File: src/rtl/fm_pkg.sv
package fm_pkg;
  typedef enum logic [2:0] {
    PH_IDLE,
    PH_SETTLE,
    PH_WAIT,
    PH_RUN,
    PH_CALC,
    PH_DONE
  } phase_e;
endpackage

File: src/rtl/fm_edge_sync.sv
module fm_edge_sync #(
  parameter int STAGES = 2
) (
  input  logic clk,
  input  logic rst,
  input  logic async_in,
  output logic rise
);
  logic [STAGES-1:0] chain;
  logic              last;

  always_ff @(posedge clk) begin
    if (rst) begin
      chain <= '0;
      last  <= 1'b0;
    end else begin
      chain <= {chain[STAGES-2:0], async_in};
      last  <= chain[STAGES-1];
    end
  end

  assign rise = chain[STAGES-1] & ~last;
endmodule

File: src/rtl/fm_sequencer.sv
module fm_sequencer
  import fm_pkg::*;
#(
  parameter int DLY_W    = 3,
  parameter int INTV_W   = 4,
  parameter int WIN_W    = 15,
  parameter int EDGE_W   = 16,
  parameter int DEAD_CYC = 64
) (
  input  logic              clk,
  input  logic              rst,
  input  logic              start,
  input  logic              halt,
  input  logic              tick,
  input  logic [DLY_W-1:0]  settle,
  input  logic [INTV_W-1:0] intv,
  output phase_e            phase,
  output logic [EDGE_W-1:0] edges,
  output logic              calc,
  output logic              died
);
  localparam int GAP_W = $clog2(DEAD_CYC + 1);

  logic [DLY_W-1:0] dly_cnt;
  logic [WIN_W-1:0] win_cnt;
  logic [GAP_W-1:0] gap_cnt;
  logic [WIN_W-1:0] win_mask;
  logic             win_last;
  logic             gap_out;

  assign win_mask = WIN_W'((32'd1 << intv) - 32'd1);
  assign win_last = (win_cnt == win_mask);
  assign gap_out  = !tick && (gap_cnt == GAP_W'(DEAD_CYC - 1));
  assign calc     = (phase == PH_CALC);
  assign died     = (phase == PH_RUN) && gap_out;

  always_ff @(posedge clk) begin
    if (rst) begin
      phase   <= PH_IDLE;
      dly_cnt <= '0;
      win_cnt <= '0;
      gap_cnt <= '0;
      edges   <= '0;
    end else if (halt) begin
      phase <= PH_IDLE;
    end else if (start) begin
      phase   <= PH_SETTLE;
      dly_cnt <= settle;
    end else begin
      case (phase)
        PH_SETTLE: begin
          if (dly_cnt == '0) phase <= PH_WAIT;
          else               dly_cnt <= dly_cnt - 1'b1;
        end
        PH_WAIT: begin
          if (tick) begin
            phase   <= PH_RUN;
            win_cnt <= '0;
            gap_cnt <= '0;
            edges   <= '0;
          end
        end
        PH_RUN: begin
          if (gap_out) begin
            phase <= PH_DONE;
          end else begin
            edges   <= edges + EDGE_W'(tick);
            gap_cnt <= tick ? '0 : gap_cnt + 1'b1;
            win_cnt <= win_cnt + 1'b1;
            if (win_last) phase <= PH_CALC;
          end
        end
        PH_CALC: phase <= PH_DONE;
        default: ;
      endcase
    end
  end

  AST_WIN_INSIDE: assert property (@(posedge clk) disable iff (rst)
    (phase == PH_RUN) |-> (win_cnt <= win_mask));
  AST_WAIT_OPENS: assert property (@(posedge clk) disable iff (rst)
    (phase == PH_WAIT && tick && !start && !halt) |=> (phase == PH_RUN));
  AST_GAP_BOUND: assert property (@(posedge clk) disable iff (rst)
    (phase == PH_RUN) |-> (32'(gap_cnt) < DEAD_CYC));
endmodule

File: src/rtl/fm_result.sv
module fm_result #(
  parameter int REF_W  = 20,
  parameter int LIM_W  = 25,
  parameter int FRAC_W = 5,
  parameter int INTV_W = 4,
  parameter int EDGE_W = 16
) (
  input  logic              clk,
  input  logic              rst,
  input  logic              clear,
  input  logic              calc,
  input  logic              died,
  input  logic [EDGE_W-1:0] edges,
  input  logic [REF_W-1:0]  ref_khz,
  input  logic [INTV_W-1:0] intv,
  input  logic [LIM_W-1:0]  min_khz,
  input  logic [LIM_W-1:0]  max_khz,
  output logic [LIM_W-1:0]  res_khz,
  output logic [FRAC_W-1:0] res_frac,
  output logic              fast,
  output logic              slow,
  output logic              pass,
  output logic              fail,
  output logic              died_flag
);
  localparam int PROD_W = EDGE_W + REF_W + FRAC_W;

  logic [PROD_W-1:0] prod;
  logic [PROD_W-1:0] scaled;
  logic [LIM_W-1:0]  khz_n;
  logic              fast_n;
  logic              slow_n;

  assign prod   = (PROD_W'(edges) * PROD_W'(ref_khz)) << FRAC_W;
  assign scaled = prod >> intv;
  assign khz_n  = scaled[FRAC_W +: LIM_W];
  assign fast_n = (khz_n > max_khz);
  assign slow_n = (khz_n < min_khz);

  always_ff @(posedge clk) begin
    if (rst || clear) begin
      res_khz   <= '0;
      res_frac  <= '0;
      fast      <= 1'b0;
      slow      <= 1'b0;
      pass      <= 1'b0;
      fail      <= 1'b0;
      died_flag <= 1'b0;
    end else if (died) begin
      died_flag <= 1'b1;
      fail      <= 1'b1;
    end else if (calc) begin
      res_khz  <= khz_n;
      res_frac <= scaled[FRAC_W-1:0];
      fast     <= fast_n;
      slow     <= slow_n;
      pass     <= !fast_n && !slow_n;
      fail     <= fast_n || slow_n;
    end
  end

  AST_NOT_BOTH_WAYS: assert property (@(posedge clk) disable iff (rst)
    (calc && !clear && !died && min_khz <= max_khz) |=> !(fast && slow));
endmodule

File: src/rtl/freq_meter.sv
module freq_meter
  import fm_pkg::*;
#(
  parameter int REF_W       = 20,
  parameter int LIM_W       = 25,
  parameter int FRAC_W      = 5,
  parameter int DLY_W       = 3,
  parameter int INTV_W      = 4,
  parameter int SRC_W       = 8,
  parameter int DEAD_CYC    = 64,
  parameter int SYNC_STAGES = 2
) (
  input  logic              clk,
  input  logic              rst,
  input  logic              test_clk,
  input  logic [REF_W-1:0]  ref_khz,
  input  logic              cfg_wr,
  input  logic [LIM_W-1:0]  cfg_min_khz,
  input  logic [LIM_W-1:0]  cfg_max_khz,
  input  logic [DLY_W-1:0]  cfg_settle,
  input  logic [INTV_W-1:0] cfg_interval,
  input  logic              src_wr,
  input  logic [SRC_W-1:0]  src_sel,
  output logic              st_waiting,
  output logic              st_running,
  output logic              st_done,
  output logic              st_pass,
  output logic              st_fail,
  output logic              st_fast,
  output logic              st_slow,
  output logic              st_died,
  output logic [LIM_W-1:0]  res_khz,
  output logic [FRAC_W-1:0] res_frac
);
  localparam int WIN_W  = (1 << INTV_W) - 1;
  localparam int EDGE_W = WIN_W + 1;

  logic [LIM_W-1:0]  min_q;
  logic [LIM_W-1:0]  max_q;
  logic [DLY_W-1:0]  settle_q;
  logic [INTV_W-1:0] intv_q;

  always_ff @(posedge clk) begin
    if (rst) begin
      min_q    <= '0;
      max_q    <= '1;
      settle_q <= DLY_W'(1);
      intv_q   <= INTV_W'(8);
    end else if (cfg_wr) begin
      min_q    <= cfg_min_khz;
      max_q    <= cfg_max_khz;
      settle_q <= cfg_settle;
      intv_q   <= cfg_interval;
    end
  end

  logic              start;
  logic              halt;
  logic              tick;
  logic              calc;
  logic              died;
  phase_e            phase;
  logic [EDGE_W-1:0] edges;

  assign start = src_wr && (src_sel != '0);
  assign halt  = src_wr && (src_sel == '0);

  fm_edge_sync #(.STAGES(SYNC_STAGES)) u_sync (
    .clk(clk), .rst(rst), .async_in(test_clk), .rise(tick)
  );

  fm_sequencer #(
    .DLY_W(DLY_W), .INTV_W(INTV_W), .WIN_W(WIN_W),
    .EDGE_W(EDGE_W), .DEAD_CYC(DEAD_CYC)
  ) u_seq (
    .clk(clk), .rst(rst), .start(start), .halt(halt), .tick(tick),
    .settle(settle_q), .intv(intv_q), .phase(phase), .edges(edges),
    .calc(calc), .died(died)
  );

  fm_result #(
    .REF_W(REF_W), .LIM_W(LIM_W), .FRAC_W(FRAC_W),
    .INTV_W(INTV_W), .EDGE_W(EDGE_W)
  ) u_res (
    .clk(clk), .rst(rst), .clear(start || halt), .calc(calc), .died(died),
    .edges(edges), .ref_khz(ref_khz), .intv(intv_q),
    .min_khz(min_q), .max_khz(max_q),
    .res_khz(res_khz), .res_frac(res_frac), .fast(st_fast), .slow(st_slow),
    .pass(st_pass), .fail(st_fail), .died_flag(st_died)
  );

  assign st_waiting = (phase == PH_WAIT);
  assign st_running = (phase == PH_RUN);
  assign st_done    = (phase == PH_DONE);

  AST_PHASE_EXCL: assert property (@(posedge clk) disable iff (rst)
    $onehot0({st_waiting, st_running, st_done}));
  AST_FLAGS_NEED_DONE: assert property (@(posedge clk) disable iff (rst)
    !st_done |-> !(st_pass || st_fail || st_fast || st_slow || st_died));
  AST_VERDICT: assert property (@(posedge clk) disable iff (rst)
    st_done |-> (st_pass != st_fail));
  AST_DIED_FAILS: assert property (@(posedge clk) disable iff (rst)
    st_died |-> (st_fail && !st_pass && !st_fast && !st_slow));
  AST_HALT_IDLE: assert property (@(posedge clk) disable iff (rst)
    halt |=> !(st_waiting || st_running || st_done || st_fail));
  AST_START_CLEARS: assert property (@(posedge clk) disable iff (rst)
    start |=> !(st_done || st_pass || st_fail || st_died));
endmodule

File: config.mk
export PLATFORM = sky130hd
export DESIGN_NAME = freq_meter
export DESIGN_NICKNAME = d
export VERILOG_FILES = /design/src/rtl/fm_pkg.sv /design/src/rtl/fm_edge_sync.sv /design/src/rtl/fm_sequencer.sv /design/src/rtl/fm_result.sv /design/src/rtl/freq_meter.sv
export SDC_FILE = /design/constraint.sdc
export NUM_CORES = 1
export LEC_CHECK = 0
export ABC_AREA = 1
export BUFFER_PORTS_ARGS = -buffer_cell sky130_fd_sc_hd__buf_2
export CORE_ASPECT_RATIO = 1.25
export CORE_MARGIN = 4
export CORE_UTILIZATION = 35
export CTS_CLUSTER_SIZE = 8
export DETAILED_ROUTE_END_ITERATION = 16
export GPL_TIMING_DRIVEN = 0
export SYNTH_ARGS = -nofsm -noshare
export SYNTH_HDL_FRONTEND = slang
export SYNTH_SLANG_ARGS = --single-unit
File: constraint.sdc
create_clock -name clk -period 18.25 [get_ports clk]
set_input_delay 4.5625 -clock clk [delete_from_list [all_inputs] [get_ports clk]]
set_output_delay 4.5625 -clock clk [all_outputs]
set_load 0.02 [all_outputs]
After elaboration in Yosys (flattened, before gate mapping)
Index checks and enable logic that the tools add are counted.

Logic and storage cells: 96. Input bits: 90. Latch bits: 0. Register bits: 139. Memories kept: 0. Bits in writable memories: 0. Output and inout bits: 38. Bits in read-only memories: 0.

Reductions and logical operators: 26. $lt $le $gt $ge: 2. Add/sub/neg operators: 5. $mul: 1. Div/mod/pow operators: 0. Multiplexer cells: 21. Shift operators: 2. Bitwise gates (word level): 5. Equality and inequality tests: 15.

Operators with widths (count): $shr 41x4->30 (1); $mul 16x20->36 (1); $mux 16 (2); $pmux 16 s2 (1); $mux 15 (2); $pmux 15 s2 (1); $gt 25x25->1 (1); $lt 25x25->1 (1); $mux 3 (7); $mux 7 (3); $add 16x1->16 (1); $add 15x1->15 const B (1); $eq 15x15->1 (1); $shl 1x4->15 const A (1); $sub 15x1->15 const B (1); $pmux 7 s2 (1); $pmux 3 s4 (1); $logic_not 8->1 (1); $reduce_and 4->1 (2); $reduce_bool 8->1 (1); $add 7x1->7 const B (1); $eq 7x6->1 const B (1); $eq 3x2->1 const B (2); $eq 3x3->1 const B (2); other kinds (22) (40).

Depth between registers and ports, before layout
Depth after elaboration: 7. Gate-level depth with buffers: 47. Mapped depth without buffers: 45.

Modules after synthesis
From an unflattened synthesis, not the netlist that was laid out.

Cells, all modules: 3059. Area, all modules: 20731.1 sq um.

By module, submodules not included: fm_result (seq. area each 700.7 sq um, cells each 2351, instances 1, area an instance 15766.4 sq um); fm_sequencer (seq. area each 880.8 sq um, cells each 433, instances 1, area an instance 2821.5 sq um); freq_meter (seq. area each 1141.1 sq um, cells each 265, instances 1, area an instance 2057.0 sq um); fm_edge_sync (seq. area each 60.1 sq um, cells each 10, instances 1, area an instance 86.3 sq um).

Worst setup path before layout
OpenSTA, ideal clock, no wires.

Path kind: in2reg. Start point: input port ref_khz[10]. End point: register u_res.fail. Stages on the path: 39. Path buffers: 2. Path slack: 6.941 ns. Library setup time: 0.132 ns. Data arrival time: 11.176 ns. Data required time: 18.118 ns. Cell sequence: clkbuf_1 > clkbuf_1 > nand2_1 > fa_1 > fa_1 > fa_1 > fa_1 > fa_1 > fa_1 > inv_1 > ha_1 > nand2_1 > inv_1 > a21oi_1 > nand3_1 > nand3_1 > nand2_1 > xor2_1 > [... 3 more ...] > nand2_1 > nand2_1 > nand2_1 > nand2_1 > inv_1 > ha_1 > nand2_1 > nor2_1 > a211oi_1 > o21ai_0 > a21boi_0 > o21ai_0 > nand4_1 > nand3_1 > a21oi_1 > nand2_1 > nand2_1 > a21oi_1.

Cells in the longest elaborated chain, start to end: 6. Elaborated cells on any way between the ends: 7. Those cells by class: mul: 1; order compare: 2; shift: 1; mux: 2; reduce/logical: 1.

RTL lines: start: declaration (RTL line freq_meter.sv:16) `input logic [REF_W-1:0] ref_khz,`; $mul 16x20->36 * (RTL line fm_result.sv:34) `assign prod = (PROD_W'(edges) * PROD_W'(ref_khz)) << FRAC_W;`; $shr 41x4->30 * (RTL line fm_result.sv:35) `assign scaled = prod >> intv;`; net u_res.scaled[7] (RTL line fm_result.sv:29) `logic [PROD_W-1:0] scaled;`; $gt 25x25->1 / $lt 25x25->1 (equally long branches) (RTL line fm_result.sv:37, fm_result.sv:38); $logic_or 1x1->1 * (RTL line fm_result.sv:58) `fail <= fast_n || slow_n;`; $mux 1 * (RTL line fm_result.sv:52) `end else if (calc) begin`; $mux 1 * (RTL line fm_result.sv:49) `end else if (died) begin`; end signal: assignment (RTL line fm_result.sv:58); end: declaration (RTL line fm_result.sv:23) `output logic fail,`.

The timed path passes the listed nets; every way through them passes the cells marked *. The select of a mux whose other input is x is not followed. A chain may end at the register's enable or synchronous reset.

Final worst setup path
Start point: input port ref_khz[6]. End point: register u_res.fail.

Same word-level chain as after synthesis.

==> impl_metrics.yaml <==
synth:
  synth-edff-count: 0
  ys_warn_count: 0
  avgSynthCellArea_um2: 7.09
  synthFlopType: "dfxtp_1"
  synth_nets: 3218
  synthesis.area_um2: 19200
  synthCells: 2714
  synthArstFlopShare_pct: 0
  synth_cell_types: 54
  ys_seq_area_share_pct: 14.5
  ys_seq_elements: 139
global_route:
  grtUsageTotal_pct: 19.7
  antenna_found_initial: 0
  grt_max_degree: 17
  overflow: 0
  grt_pass1_wl_um: 93100
  grt_pass1_vias: 17500
worst_setup_path:
  critPathLaunchType: "input pin"
  startpoint: "ref_khz[6]"
  end_kind: "flop"
  cp.arrival_ns: 12.94
  critical_path_class: "in -> reg"
  reg2reg_depth: 33
  critPathCapture: "u_res.fail"
  worst_r2r_endpoint: "u_res.fail"
  r2r-start: "u_seq.edges[7]"
  regToRegSetupSlack_ns: 9.61
  critPathMaxFanout: 10
  slowest_delay_ns: 0.59
  crit_slowest_cell: "fa_1"
  worstPathRequired_ns: 18.63
  path_common_cell: "nand2_1"
floorplan:
  rows: 95
  start_util_pct: 35.6
  io_pins: 128
  chipWidth_um: 218
  die_area_um2: 58800
  die_h_um: 270
  coreArea_um2: 54100
cells_and_area:
  n_antenna_cell: 0
  syn_to_final_growth_pct: 10.8
  nets: 3342
  final_area_um2: 21300
  layout-drive-gt1-share_pct: 6.28
sta:
  rsz0062_at_grt: "false"
  tightestPinTransition_ns: 0.853
  setup_tns_ns: 0
  hold_violations: 0
  fmax_ghz: 0.0796
  clock_skew_ns: 0.0140
  slew_viol_final: 0
  setup_violations: 0
  slew_headroom_pct: 42.8
  post-route-period-util_pct: 68.8
  fin_crit_ns: 12.56
clocking:
  cts_setup_buffers: 0
  ctsHtreeMaxLevel: 4
  cts_buffers: 17
  tritoncts: "done"
  clk_path_buf_depth: 2
  cts_num_sinks: 139
  clk_pin_slew_ns: 0.07
  postCtsResizedCells: 0
  cts-root-buf: "clkbuf_16"
  clock_latency_ns: 0.45
  postCtsHoldBufs: 0
status:
  status: "completed"
route:
  drc: 0
  vias_per_cell: 4.82
  avgRoutedWirePerCell_um: 15.8
  drt-total-wl_um: 56700
  drt_pass1_iterations: 5
  detail_route.iter0.violations: 870
  ant_nets: 0
  vias: 17200
place:
  io_buffers: 105
  gp_congestion: 0.898
  dp_hpwl_um: 48500
  dpl_cell_area_um2: 20700
run:
  drv_cap: 0
hold_path:
  hold_class: "reg -> reg"
power:
  p_per_area_nw_per_um2: 40.7
  p_leak_nw: 10.4
  vdd_drop_max_mv: 0.0626
## how the worst min path moves through the flow
| stage | from | end | slack (ns) | depth (start not counted) |
|---|---|---|---|---|
| 2_1_floorplan | u_sync.chain[0] | u_sync.chain[1] | 0.39 | 2 |
| 3_3_place_gp | u_sync.chain[0] | u_sync.chain[1] | 0.39 | 2 |
| 3_5_place_dp | u_sync.chain[0] | u_sync.chain[1] | 0.40 | 2 |
| 4_1_cts | u_sync.chain[0] | u_sync.chain[1] | 0.41 | 2 |
| 5_1_grt | u_sync.chain[0] | u_sync.chain[1] | 0.43 | 2 |
| 6_report | u_sync.chain[0] | u_sync.chain[1] | 0.41 | 2 |
## critical path: cells and delay by family
family | cells | cell delay (ns)
xor gates and xnor gates | 1 | 0.24
buffers and inverters | 4 | 1.12
adders and majority gates | 8 | 3.73
AOI/OAI and AO/OA | 7 | 1.58
and+or+nand+nor | 14 | 1.69
## cell usage in the layout, fill, tap and decap left out, types with 111 or more instances in the layout
cell     netlist  final
ha_1         164    164
buf_2          6    111
dfxtp_1      139    139
o21ai_0      170    170
a21oi_1      162    162
inv_1        548    548
fa_1         250    250
nand2_1      679    679
nor2_1       126    126
nand3_1      167    167
## cell families after synthesis
kind of cell | share of synthesized area (%)
AND/OR/NAND/NOR | 23.3
buffers and inverters | 13.5
adder cells (fa/ha/maj) | 36.7
AO/OA/AOI/OAI | 10.2
flip-flops | 14.5
XOR/XNOR | 1.71
multiplexers | 0.104
## state kept, by name, summed over array words and instances (netlist names), 2 cells and up
signal	count
u_sync.chain	2
u_seq.gap_cnt	7
u_res.res_khz	25
u_seq.dly_cnt	3
intv_q	4
settle_q	3
u_seq.win_cnt	15
min_q	25
u_seq.edges	16
u_seq.phase	3
max_q	25
u_res.res_frac	5
## per-layer routing
metal / vias up / routed length, um / global-route usage [%]
li1: 8605 / - / -
met1: 8118 / 24100 / 24.7
met2: 428 / 27800 / 34.4
met3: 90 / 2590 / 2.75
met4: 0 / 2210 / 7.25
met5: - / 0 / 0
## cells in the mapped netlist, types with 6 or more instances
master / n / area, um^2
dfxtp_1: 139 / 2780
buf_2: 6 / 30.0
xnor2_1: 7 / 61.3
clkbuf_1: 108 / 405
nand3_1: 167 / 836
fa_1: 250 / 5000
o21ai_1: 7 / 35.0
nand4_1: 19 / 119
nor4_1: 8 / 50.1
o21ai_0: 170 / 851
nor2_1: 126 / 473
ha_1: 164 / 2050
xor2_1: 28 / 245
nand3b_1: 6 / 45.0
nor3_1: 20 / 100
a21oi_1: 162 / 811
buf_1: 18 / 67.6
nand2_1: 679 / 2550
a31oi_1: 8 / 50.1
inv_1: 548 / 2060
## cell type report
cell class	instances	area [um^2]
fillers	5772	32800
multi-input cells	1887	13900
flip-flops and latches	139	2780
inverters	554	2080
well taps	727	910
repair buffers	105	526
plain buffers	134	518
clock buffers	17	425
clock inverters	15	215
## power breakdown
group          switching [mW]  leakage (nW)  internal [mW]
logic                   0.116          8.95         0.0518
clock network           0.160         0.316          0.223
registers             0.00437          1.14          0.313
total                   0.280          10.4          0.588
## stage by stage
stage               std cells  hold slack, ns  utilization [%]  total power [mW]  worst slack (ns)
CTS                      3578           0.411             39.4             0.874              5.69
global placement         3546           0.393             38.2             0.490              5.23
global route             3578           0.434             39.4             0.910              5.15
finish                   3578           0.408             39.4             0.868              5.69
detailed placement       3546           0.401             38.2             0.491              5.25
floorplan                2714           0.388                -             0.434              6.94
Note: power is estimated with default switching activity, not from simulation.
